[src/rtl/uart_regs_pkg.sv]
package uart_regs_pkg;

  localparam int ADDR_W = 3;
  localparam int BYTE_W = 8;

  typedef enum logic [ADDR_W-1:0] {
    OFS_DATA    = 3'd0,
    OFS_IEN     = 3'd1,
    OFS_IDENT   = 3'd2,
    OFS_LINE    = 3'd3,
    OFS_MODEM   = 3'd4,
    OFS_LSTAT   = 3'd5,
    OFS_MSTAT   = 3'd6,
    OFS_SCRATCH = 3'd7
  } ofs_e;

  // line-status bit positions (software decodes these)
  localparam int LS_DR   = 0;
  localparam int LS_OE   = 1;
  localparam int LS_PE   = 2;
  localparam int LS_FE   = 3;
  localparam int LS_BI   = 4;
  localparam int LS_THRE = 5;
  localparam int LS_TEMT = 6;
  localparam int LS_ERR  = 7;

  // buffer-control write bits
  localparam int BC_EN    = 0;
  localparam int BC_RXRST = 1;
  localparam int BC_TXRST = 2;

  localparam logic [BYTE_W-1:0] LINE_RESET = 8'h03;
  localparam int IEN_W   = 4;
  localparam int MODEM_W = 5;
  localparam int DLAB    = 7;

  typedef struct packed {
    logic brk;
    logic frm;
    logic par;
  } rx_flags_t;

endpackage

[src/rtl/uart_regs_fifo.sv]
module uart_regs_fifo #(
  parameter int DW        = 8,
  parameter int DEPTH     = 16,
  parameter bit OVERWRITE = 1'b0,
  localparam int PW = (DEPTH > 1) ? $clog2(DEPTH) : 1,
  localparam int CW = $clog2(DEPTH) + 1
) (
  input  logic          clk,
  input  logic          rst_n,
  input  logic          deep,
  input  logic          flush,
  input  logic          push,
  input  logic          pop,
  input  logic          hd_clr,
  input  logic [DW-1:0] hd_mask,
  input  logic [DW-1:0] wdata,
  output logic [DW-1:0] head,
  output logic [CW-1:0] count,
  output logic [CW-1:0] count_nx,
  output logic          full
);

  logic [DW-1:0] mem [DEPTH];
  logic [PW-1:0] wr_q, wr_d, rd_q, rd_d, last, wr_inc, rd_inc;
  logic [CW-1:0] count_q, count_d, limit;
  logic          is_empty, put_new, put_over, take;

  assign limit    = deep ? CW'(DEPTH) : CW'(1);
  assign last     = PW'(limit - CW'(1));
  assign full     = (count_q == limit);
  assign is_empty = (count_q == '0);

  assign put_new  = push && !full && !flush;
  assign put_over = push && full && OVERWRITE && !flush;
  assign take     = pop && !is_empty && !flush;

  assign wr_inc = (wr_q == last) ? '0 : wr_q + PW'(1);
  assign rd_inc = (rd_q == last) ? '0 : rd_q + PW'(1);

  always_comb begin
    if (flush) begin
      wr_d    = '0;
      rd_d    = '0;
      count_d = '0;
    end else begin
      wr_d    = put_new ? wr_inc : wr_q;
      rd_d    = take ? rd_inc : rd_q;
      count_d = count_q + CW'(put_new) - CW'(take);
    end
  end

  always_ff @(posedge clk or negedge rst_n) begin
    if (!rst_n) begin
      wr_q    <= '0;
      rd_q    <= '0;
      count_q <= '0;
    end else begin
      wr_q    <= wr_d;
      rd_q    <= rd_d;
      count_q <= count_d;
    end
  end

  // storage: a new or overwriting entry lands at the write position,
  // otherwise the head entry may have its side bits cleared
  always_ff @(posedge clk) begin
    for (int i = 0; i < DEPTH; i++) begin
      if ((put_new || put_over) && wr_q == PW'(i))
        mem[i] <= wdata;
      else if (hd_clr && !is_empty && !flush && rd_q == PW'(i))
        mem[i] <= mem[i] & hd_mask;
    end
  end

  assign head     = mem[rd_q];
  assign count    = count_q;
  assign count_nx = count_d;

  p_count_bound_r3: assert property (@(posedge clk) disable iff (!rst_n)
    count_q <= limit);

  p_drop_holds_r6: assert property (@(posedge clk) disable iff (!rst_n)
    (push && full && !OVERWRITE && !pop && !flush) |=> count_q == $past(count_q));

endmodule

[src/rtl/uart_regs_lsr.sv]
module uart_regs_lsr
  import uart_regs_pkg::*;
#(
  parameter int CW = 5
) (
  input  logic              clk,
  input  logic              rst_n,
  input  logic              rd_lsr,
  input  logic              rx_push,
  input  logic              rx_drop,
  input  logic              rx_flush,
  input  logic [CW-1:0]     rx_cnt_nx,
  input  logic              rx_head_valid,
  input  rx_flags_t         rx_head_err,
  input  logic              tx_write,
  input  logic [CW-1:0]     tx_cnt_nx,
  input  logic              tx_idle,
  output logic [BYTE_W-1:0] lsr_o
);

  logic [BYTE_W-1:0] lsr_q, lsr_d;
  rx_flags_t         merge;
  logic              keep, tx_empty_nx;

  assign merge       = rx_head_valid ? rx_head_err : '0;
  assign keep        = !rd_lsr;
  assign tx_empty_nx = (tx_cnt_nx == '0);

  always_comb begin
    lsr_d = lsr_q;
    if (rx_flush)     lsr_d[LS_DR] = 1'b0;
    else if (rx_push) lsr_d[LS_DR] = 1'b1;
    else              lsr_d[LS_DR] = lsr_q[LS_DR] && (rx_cnt_nx != '0);
    lsr_d[LS_OE]   = (lsr_q[LS_OE] && keep) || rx_drop;
    lsr_d[LS_PE]   = (lsr_q[LS_PE] && keep) || merge.par;
    lsr_d[LS_FE]   = (lsr_q[LS_FE] && keep) || merge.frm;
    lsr_d[LS_BI]   = (lsr_q[LS_BI] && keep) || merge.brk;
    lsr_d[LS_ERR]  = (lsr_q[LS_ERR] && keep) || rx_drop || (|merge);
    lsr_d[LS_THRE] = !tx_write && tx_empty_nx;
    lsr_d[LS_TEMT] = !tx_write && tx_empty_nx && tx_idle;
  end

  always_ff @(posedge clk or negedge rst_n) begin
    if (!rst_n) lsr_q <= 8'h60;
    else        lsr_q <= lsr_d;
  end

  assign lsr_o = lsr_q;

  p_dr_on_push_r6: assert property (@(posedge clk) disable iff (!rst_n)
    (rx_push && !rx_flush) |=> lsr_q[LS_DR]);

  p_tx_write_clears_r5: assert property (@(posedge clk) disable iff (!rst_n)
    tx_write |=> (!lsr_q[LS_THRE] && !lsr_q[LS_TEMT]));

  p_lsr_read_clears_r7: assert property (@(posedge clk) disable iff (!rst_n)
    (rd_lsr && !rx_drop && !rx_head_valid) |=> (lsr_q[4:1] == 4'b0 && !lsr_q[LS_ERR]));

endmodule

[src/rtl/uart_regs.sv]
module uart_regs
  import uart_regs_pkg::*;
#(
  parameter int FIFO_DEPTH = 16,
  localparam int CW = $clog2(FIFO_DEPTH) + 1
) (
  input  logic          clk,
  input  logic          rst_n,
  input  logic          host_wr,
  input  logic          host_rd,
  input  logic [2:0]    host_addr,
  input  logic [7:0]    host_wdata,
  output logic [7:0]    host_rdata,
  input  logic          rx_push,
  input  logic [7:0]    rx_char,
  input  logic [2:0]    rx_err,
  output logic [CW-1:0] rx_level,
  output logic          rx_read,
  input  logic          tx_pop,
  input  logic          tx_idle,
  output logic [7:0]    tx_data,
  output logic          tx_avail,
  input  logic [3:0]    irq_id,
  input  logic [7:0]    msr_set,
  output logic [7:0]    lsr_o,
  output logic [3:0]    ier_o,
  output logic [7:0]    lcr_o,
  output logic [4:0]    mcr_o,
  output logic [15:0]   divisor_o,
  output logic          fifo_en_o,
  output logic [1:0]    rx_trig_o
);

  localparam int RXW = BYTE_W + $bits(rx_flags_t);

  logic [BYTE_W-1:0]  dll_q, dlm_q, lcr_q, scr_q, msr_q, msr_d;
  logic [IEN_W-1:0]   ier_q;
  logic [MODEM_W-1:0] mcr_q;
  logic               fen_q;
  logic [1:0]         trig_q;

  logic dlab, wr_data, wr_dll, wr_dlm, wr_ier, wr_bc, wr_lcr, wr_mcr, wr_scr;
  logic rd_data, rd_lsr, rd_msr, mode_chg, rx_flush, tx_flush;
  logic rx_push_eff, rx_drop, rx_full, tx_full;

  logic [RXW-1:0]    rx_head;
  logic [BYTE_W-1:0] tx_head;
  logic [CW-1:0]     rx_cnt, rx_cnt_nx, tx_cnt, tx_cnt_nx;

  // ---------------- address decode ----------------
  assign dlab    = lcr_q[DLAB];
  assign wr_data = host_wr && host_addr == OFS_DATA && !dlab;
  assign wr_dll  = host_wr && host_addr == OFS_DATA && dlab;
  assign wr_ier  = host_wr && host_addr == OFS_IEN && !dlab;
  assign wr_dlm  = host_wr && host_addr == OFS_IEN && dlab;
  assign wr_bc   = host_wr && host_addr == OFS_IDENT;
  assign wr_lcr  = host_wr && host_addr == OFS_LINE;
  assign wr_mcr  = host_wr && host_addr == OFS_MODEM;
  assign wr_scr  = host_wr && host_addr == OFS_SCRATCH;
  assign rd_data = host_rd && host_addr == OFS_DATA && !dlab;
  assign rd_lsr  = host_rd && host_addr == OFS_LSTAT;
  assign rd_msr  = host_rd && host_addr == OFS_MSTAT;

  // ---------------- buffer control ----------------
  assign mode_chg    = wr_bc && (host_wdata[BC_EN] != fen_q);
  assign rx_flush    = wr_bc && (host_wdata[BC_RXRST] || mode_chg);
  assign tx_flush    = wr_bc && (host_wdata[BC_TXRST] || mode_chg);
  assign rx_push_eff = rx_push && !rx_flush;
  assign rx_drop     = rx_push_eff && rx_full;

  // ---------------- next state ----------------
  always_comb begin
    msr_d = (rd_msr ? '0 : msr_q) | msr_set;
  end

  always_ff @(posedge clk or negedge rst_n) begin
    if (!rst_n) begin
      dll_q  <= '0;
      dlm_q  <= '0;
      ier_q  <= '0;
      lcr_q  <= LINE_RESET;
      mcr_q  <= '0;
      scr_q  <= '0;
      msr_q  <= '0;
      fen_q  <= 1'b0;
      trig_q <= '0;
    end else begin
      if (wr_dll) dll_q <= host_wdata;
      if (wr_dlm) dlm_q <= host_wdata;
      if (wr_ier) ier_q <= host_wdata[IEN_W-1:0];
      if (wr_lcr) lcr_q <= host_wdata;
      if (wr_mcr) mcr_q <= host_wdata[MODEM_W-1:0];
      if (wr_scr) scr_q <= host_wdata;
      if (wr_bc) begin
        fen_q  <= host_wdata[BC_EN];
        trig_q <= host_wdata[7:6];
      end
      msr_q <= msr_d;
    end
  end

  // ---------------- buffers ----------------
  uart_regs_fifo #(.DW(RXW), .DEPTH(FIFO_DEPTH), .OVERWRITE(1'b0)) u_rx_buf (
    .clk      (clk),
    .rst_n    (rst_n),
    .deep     (fen_q),
    .flush    (rx_flush),
    .push     (rx_push_eff),
    .pop      (rd_data),
    .hd_clr   (1'b1),
    .hd_mask  ({{$bits(rx_flags_t){1'b0}}, {BYTE_W{1'b1}}}),
    .wdata    ({rx_err, rx_char}),
    .head     (rx_head),
    .count    (rx_cnt),
    .count_nx (rx_cnt_nx),
    .full     (rx_full)
  );

  uart_regs_fifo #(.DW(BYTE_W), .DEPTH(FIFO_DEPTH), .OVERWRITE(1'b1)) u_tx_buf (
    .clk      (clk),
    .rst_n    (rst_n),
    .deep     (fen_q),
    .flush    (tx_flush),
    .push     (wr_data),
    .pop      (tx_pop),
    .hd_clr   (1'b0),
    .hd_mask  ({BYTE_W{1'b1}}),
    .wdata    (host_wdata),
    .head     (tx_head),
    .count    (tx_cnt),
    .count_nx (tx_cnt_nx),
    .full     (tx_full)
  );

  uart_regs_lsr #(.CW(CW)) u_lsr (
    .clk           (clk),
    .rst_n         (rst_n),
    .rd_lsr        (rd_lsr),
    .rx_push       (rx_push_eff),
    .rx_drop       (rx_drop),
    .rx_flush      (rx_flush),
    .rx_cnt_nx     (rx_cnt_nx),
    .rx_head_valid (rx_cnt != '0),
    .rx_head_err   (rx_head[RXW-1:BYTE_W]),
    .tx_write      (wr_data),
    .tx_cnt_nx     (tx_cnt_nx),
    .tx_idle       (tx_idle),
    .lsr_o         (lsr_o)
  );

  // ---------------- read mux ----------------
  always_comb begin
    unique case (host_addr)
      OFS_DATA:    host_rdata = dlab ? dll_q : ((rx_cnt != '0) ? rx_head[BYTE_W-1:0] : '0);
      OFS_IEN:     host_rdata = dlab ? dlm_q : {{(BYTE_W-IEN_W){1'b0}}, ier_q};
      OFS_IDENT:   host_rdata = {2'b11, 2'b00, irq_id};
      OFS_LINE:    host_rdata = lcr_q;
      OFS_MODEM:   host_rdata = {{(BYTE_W-MODEM_W){1'b0}}, mcr_q};
      OFS_LSTAT:   host_rdata = lsr_o;
      OFS_MSTAT:   host_rdata = msr_q;
      default:     host_rdata = scr_q;
    endcase
  end

  assign rx_level  = rx_cnt;
  assign rx_read   = rd_data;
  assign tx_data   = tx_head;
  assign tx_avail  = (tx_cnt != '0);
  assign ier_o     = ier_q;
  assign lcr_o     = lcr_q;
  assign mcr_o     = mcr_q;
  assign divisor_o = {dlm_q, dll_q};
  assign fifo_en_o = fen_q;
  assign rx_trig_o = trig_q;

  p_dlab_keeps_ier_r1: assert property (@(posedge clk) disable iff (!rst_n)
    (host_wr && host_addr == OFS_IEN && dlab) |=> $stable(ier_q));

  p_msr_clear_r7: assert property (@(posedge clk) disable iff (!rst_n)
    (rd_msr && msr_set == '0) |=> msr_q == '0);

  p_flush_empties_r4: assert property (@(posedge clk) disable iff (!rst_n)
    rx_flush |=> rx_level == '0);

  p_tx_overwrite_r5: assert property (@(posedge clk) disable iff (!rst_n)
    (wr_data && tx_full && !tx_pop) |=> tx_cnt == $past(tx_cnt));

endmodule

[config.mk]
export PLATFORM = sky130hd
export DESIGN_NAME = uart_regs
export DESIGN_NICKNAME = d
export VERILOG_FILES = /design/src/rtl/uart_regs_pkg.sv /design/src/rtl/uart_regs_fifo.sv /design/src/rtl/uart_regs_lsr.sv /design/src/rtl/uart_regs.sv
export SDC_FILE = /design/constraint.sdc
export NUM_CORES = 1
export LEC_CHECK = 0
export BUFFER_PORTS_ARGS = -buffer_cell sky130_fd_sc_hd__buf_4
export CAP_MARGIN = 20
export CORE_MARGIN = 2
export CORE_UTILIZATION = 35
export CTS_BUF_LIST = sky130_fd_sc_hd__clkbuf_8
export DETAILED_ROUTE_END_ITERATION = 7
export GPL_TIMING_DRIVEN = 0
export PLACE_DENSITY = 0.5
export SYNTH_ARGS = -nofsm -noshare
export SYNTH_HDL_FRONTEND = slang
export SYNTH_HIERARCHICAL = 1
export SYNTH_SLANG_ARGS = --single-unit
export TNS_END_PERCENT = 5
[constraint.sdc]
create_clock -name clk -period 10.3 [get_ports clk]
set_input_delay 0 -clock clk [delete_from_list [all_inputs] [get_ports clk]]
set_output_delay 0 -clock clk [all_outputs]
set_load 0.05 [all_outputs]
==> flow_summary.yaml <==
final_layout:
  layout_common_cells: "sky130_fd_sc_hd__nand2_1 (374), sky130_fd_sc_hd__mux2i_1 (309), sky130_fd_sc_hd__edfxtp_1 (304)"
  post_route_cells_drive_above_1_share: 0.2167
  number_of_fill_cells_in_the_layout: 5929
  postLayoutCoreUtil: 0.4182
  area_growth_syn_to_layout_pct: 17.74
  finalInstanceArea_mm2: 0.02591
  finish.net_count: 2122
  final_common_cell: "sky130_fd_sc_hd__nand2_1"
flow_run:
  max_cap_viol_count: 0
setup_path:
  critical_path_peak_fanout: 15
  cp.required_ns: 10.81
  startpoint_type_of_the_worst_setup_path: "register"
  critical_path_cell_count: 16
  r2r.worst_path.cells: 16
  cp_top_family: "simple AND/OR/NAND/NOR gates"
  end_kind: "register"
  critical_path_buf_inv_count: 4
  worst_path_arrival_ns: 5.51
  cp_slowest_cell: "sky130_fd_sc_hd__dfrtp_1"
  path_cells: "xor2_1 > o21a_1 > clkbuf_1 > clkbuf_1 > nor2_1 > ha_1 > inv_1 > ha_1 > inv_1 > fa_1 > nor2b_1 > o21bai_1 > a21oi_1 > nor3b_1 > or4_4 > nor4b_2"
  delay_of_the_slowest_cell_on_the_worst_path_ns: 0.85
  worst-setup-path-type: "reg2reg"
cts:
  post-cts-setup-buffer-count: 0
  cts_root_buf: "sky130_fd_sc_hd__clkbuf_8"
  clock_tree_from_tritoncts: "built"
  cts_repair_resize_count: 0
  max_root_sink_buffers: 3
  numCtsBuffers: 73
  cts-htree-levels: 3
  clkSinkCount: 390
  clock_insertion_delay_at_the_later_pin_of_the_skew_report_ns: 0.66
  clk_pin_slew_ns: 0.06
  cts_hold_buffers: 44
pwr:
  power.share.switching: 0.3908
  vdd.ir_drop.worst_v: 0.00009331
  power.net_switching_w: 0.002274
  internal-power_w: 0.003544
  pwr-share-clk: 0.246
  power.sequential.fraction: 0.369
  power_density_mw_per_mm2: 224.6
  pwr-share-comb: 0.385
  leakagePower_nw: 10.15
sta:
  slew_at_the_pin_closest_to_its_max_slew_limit_ns: 1.036
  finalHoldWorstSlack_ns: 0.1056
  fin_worst_skew_ns: 0.05186
  setup_slack_ns: 5.304
  worst_slew_margin_rel: 0.3094
  fmax_mhz: 200.2
  setup_viol: 0
  report.final.slew_viol_count: 0
  hold_viol: 0
  setup_tns_ns: 0
  layout_worst_path_cycle_share: 0.4850
  timing.final.crit_period_ns: 4.996
  setup_repair_after_global_routing_missed_its_margin: "false"
die:
  core_region_area_mm2: 0.06194
  io-pin-count: 108
  die-width_um: 254.7
  initial_core_util: 0.3552
  die-area_mm2: 0.06489
  placement_rows: 91
  die_h_um: 254.7
yosys:
  synth_enable_flop_cells: 304
  synth_cell_types: 80
  syn-instance-count: 1785
  synthesis.area_per_instance_um2: 12.33
  syn-cell-area_mm2: 0.02200
  synth-main-ff-cell: "sky130_fd_sc_hd__edfxtp_1"
  yosys_warnings: 6
  ys_seq_area_frac: 0.5129
  ys_seq_elements: 390
  asyncSetResetFlopFracSynth: 0.2205
global_routing:
  grt_start_max_net_pins: 49
  grt_first_pass_wirelength_um: 100200
  first_global_vias: 16080
  grt_util_all_layers: 0.2059
  grt.overflow.total: 0
  antenna_found_initial: 1
detailed_routing:
  final_antenna_violating_net_count: 0
  route.vias.total: 15650
  finalWirelength_um: 66780
  drt-vias-per-instance: 5.308
  detail_route.iter0.violations: 1177
  drcViolationCount: 0
  firstDrtPassIters: 5
  drt-wirelength-per-cell_um: 22.65
place:
  dpl_cell_area_mm2: 0.02408
  dp_hpwl_um: 48640
  placement.io_buffers: 104
  pre_cts_slack_ns: 5.300
  gpl.final_weighted_congestion: 0.8984
worst_hold_path:
  min_delay_path_depth: 3
  timing.hold.worst.class: "in2reg"
status:
  outcome: "complete, no violations"
per-layer routing:
metal  part of all wire  GRT usage
met1               0.47     0.2909
met2               0.45     0.3163
met3              0.057    0.03705
met4              0.027    0.07552
met5                  0          0
state kept, by name, indices dropped and copies added (netlist names):
name / count
u_tx_buf/count: 5
lcr_o: 8
rx_trig_o: 2
u_tx_buf/wr_q: 4
mcr_o: 5
u_lsr/lsr_o: 8
u_rx_buf/mem: 176
dlm_q: 8
dll_q: 8
fifo_en_o: 1
ier_o: 4
u_tx_buf/mem: 128
u_tx_buf/rd_q: 4
msr_q: 8
u_rx_buf/rd_q: 4
u_rx_buf/wr_q: 4
scr_q: 8
u_rx_buf/count: 5
synthesized netlist by cell type (4+ instances only):
| cell type | n | share of area |
|---|---|---|
| sky130_fd_sc_hd__nor3_1 | 22 | 0.0050 |
| sky130_fd_sc_hd__mux2i_1 | 309 | 0.14 |
| sky130_fd_sc_hd__a31oi_1 | 8 | 0.0023 |
| sky130_fd_sc_hd__a21oi_1 | 29 | 0.0066 |
| sky130_fd_sc_hd__o31ai_1 | 5 | 0.0017 |
| sky130_fd_sc_hd__and3b_1 | 7 | 0.0028 |
| sky130_fd_sc_hd__nor3b_1 | 8 | 0.0027 |
| sky130_fd_sc_hd__ha_1 | 28 | 0.016 |
| sky130_fd_sc_hd__inv_1 | 53 | 0.0090 |
| sky130_fd_sc_hd__dfstp_2 | 4 | 0.0048 |
| sky130_fd_sc_hd__buf_2 | 29 | 0.0066 |
| sky130_fd_sc_hd__xor2_1 | 4 | 0.0016 |
| sky130_fd_sc_hd__a21o_1 | 10 | 0.0034 |
| sky130_fd_sc_hd__mux4_2 | 84 | 0.086 |
| sky130_fd_sc_hd__mux4_1 | 4 | 0.0048 |
| sky130_fd_sc_hd__nor2b_1 | 22 | 0.0063 |
| sky130_fd_sc_hd__o21ai_1 | 9 | 0.0020 |
| sky130_fd_sc_hd__o21ai_0 | 31 | 0.0071 |
| sky130_fd_sc_hd__nor2_1 | 36 | 0.0061 |
| sky130_fd_sc_hd__nand2_1 | 374 | 0.064 |
| sky130_fd_sc_hd__edfxtp_1 | 304 | 0.41 |
| sky130_fd_sc_hd__nand2b_1 | 10 | 0.0028 |
| sky130_fd_sc_hd__nand3_1 | 17 | 0.0039 |
| sky130_fd_sc_hd__a22oi_1 | 18 | 0.0061 |
| sky130_fd_sc_hd__and2_1 | 8 | 0.0023 |
| sky130_fd_sc_hd__nand3b_1 | 4 | 0.0014 |
| sky130_fd_sc_hd__nand4_1 | 18 | 0.0051 |
| sky130_fd_sc_hd__nand3_2 | 16 | 0.0073 |
| sky130_fd_sc_hd__buf_4 | 8 | 0.0027 |
| sky130_fd_sc_hd__dfrtp_1 | 82 | 0.093 |
| sky130_fd_sc_hd__a21oi_2 | 9 | 0.0036 |
| sky130_fd_sc_hd__clkbuf_1 | 75 | 0.013 |
| sky130_fd_sc_hd__mux2_2 | 49 | 0.025 |
| sky130_fd_sc_hd__buf_6 | 18 | 0.0092 |
stage by stage:
stage,total power [W],std cells
6_report,0.005818,2948
5_1_grt,0.006115,2948
4_1_cts,0.005843,2946
3_5_place_dp,0.004364,2769
3_3_place_gp,0.004324,2749
2_1_floorplan,0.003639,1808
power groups by stage:
| stage | sequential [W] | clock [W] | combinational (W) |
|---|---|---|---|
| floorplan | 0.00232 | 0 | 0.00132 |
| global placement | 0.00217 | 0 | 0.00215 |
| detailed placement | 0.00217 | 0 | 0.00219 |
| CTS | 0.00215 | 0.00149 | 0.00221 |
| global route | 0.00218 | 0.00155 | 0.00239 |
| finish | 0.00215 | 0.00143 | 0.00224 |
tightest hold or removal path, stage by stage:
cell                            delay [ns]
sky130_fd_sc_hd__dlygate4sd3_1        0.52
sky130_fd_sc_hd__buf_4                0.11
sky130_fd_sc_hd__a21o_1               0.08
logic make-up after synthesis:
group	share of synthesized area
AO/OA/AOI/OAI	0.04487
XOR/XNOR	0.002786
adder cells (fa/ha/maj)	0.01774
buffers and inverters	0.04219
flip-flops	0.5129
multiplexers	0.2571
other	0.0003413
AND/OR/NAND/NOR	0.1221
final cells by class:
cell class,count,area [µm²],area share
Sequential cell,390,11290,0.4356
Multi-Input combinational cell,1229,9879,0.3814
Timing Repair Buffer,168,1389,0.05361
Clock buffer,83,1142,0.04410
Tap cell,837,1047,0.04042
Buffer,135,725.7,0.02801
Clock inverter,50,229.0,0.008838
Inverter,54,202.7,0.007824
Antenna cell,2,5.005,0.0001932
final timing paths:
path                            start             end  slack [ns]
max in group asynchronous       rst_n  u_lsr/lsr_o[6]        9.48
setup / recovery            fifo_en_o  u_lsr/lsr_o[6]        5.30
hold reg to reg              msr_q[0]        msr_q[0]        0.50
min in group asynchronous       rst_n        lcr_o[1]        0.48
setup reg to reg            fifo_en_o  u_lsr/lsr_o[6]        5.30
hold / removal             msr_set[0]        msr_q[0]        0.11
No activity file was read; power rests on OpenSTA's default activity.
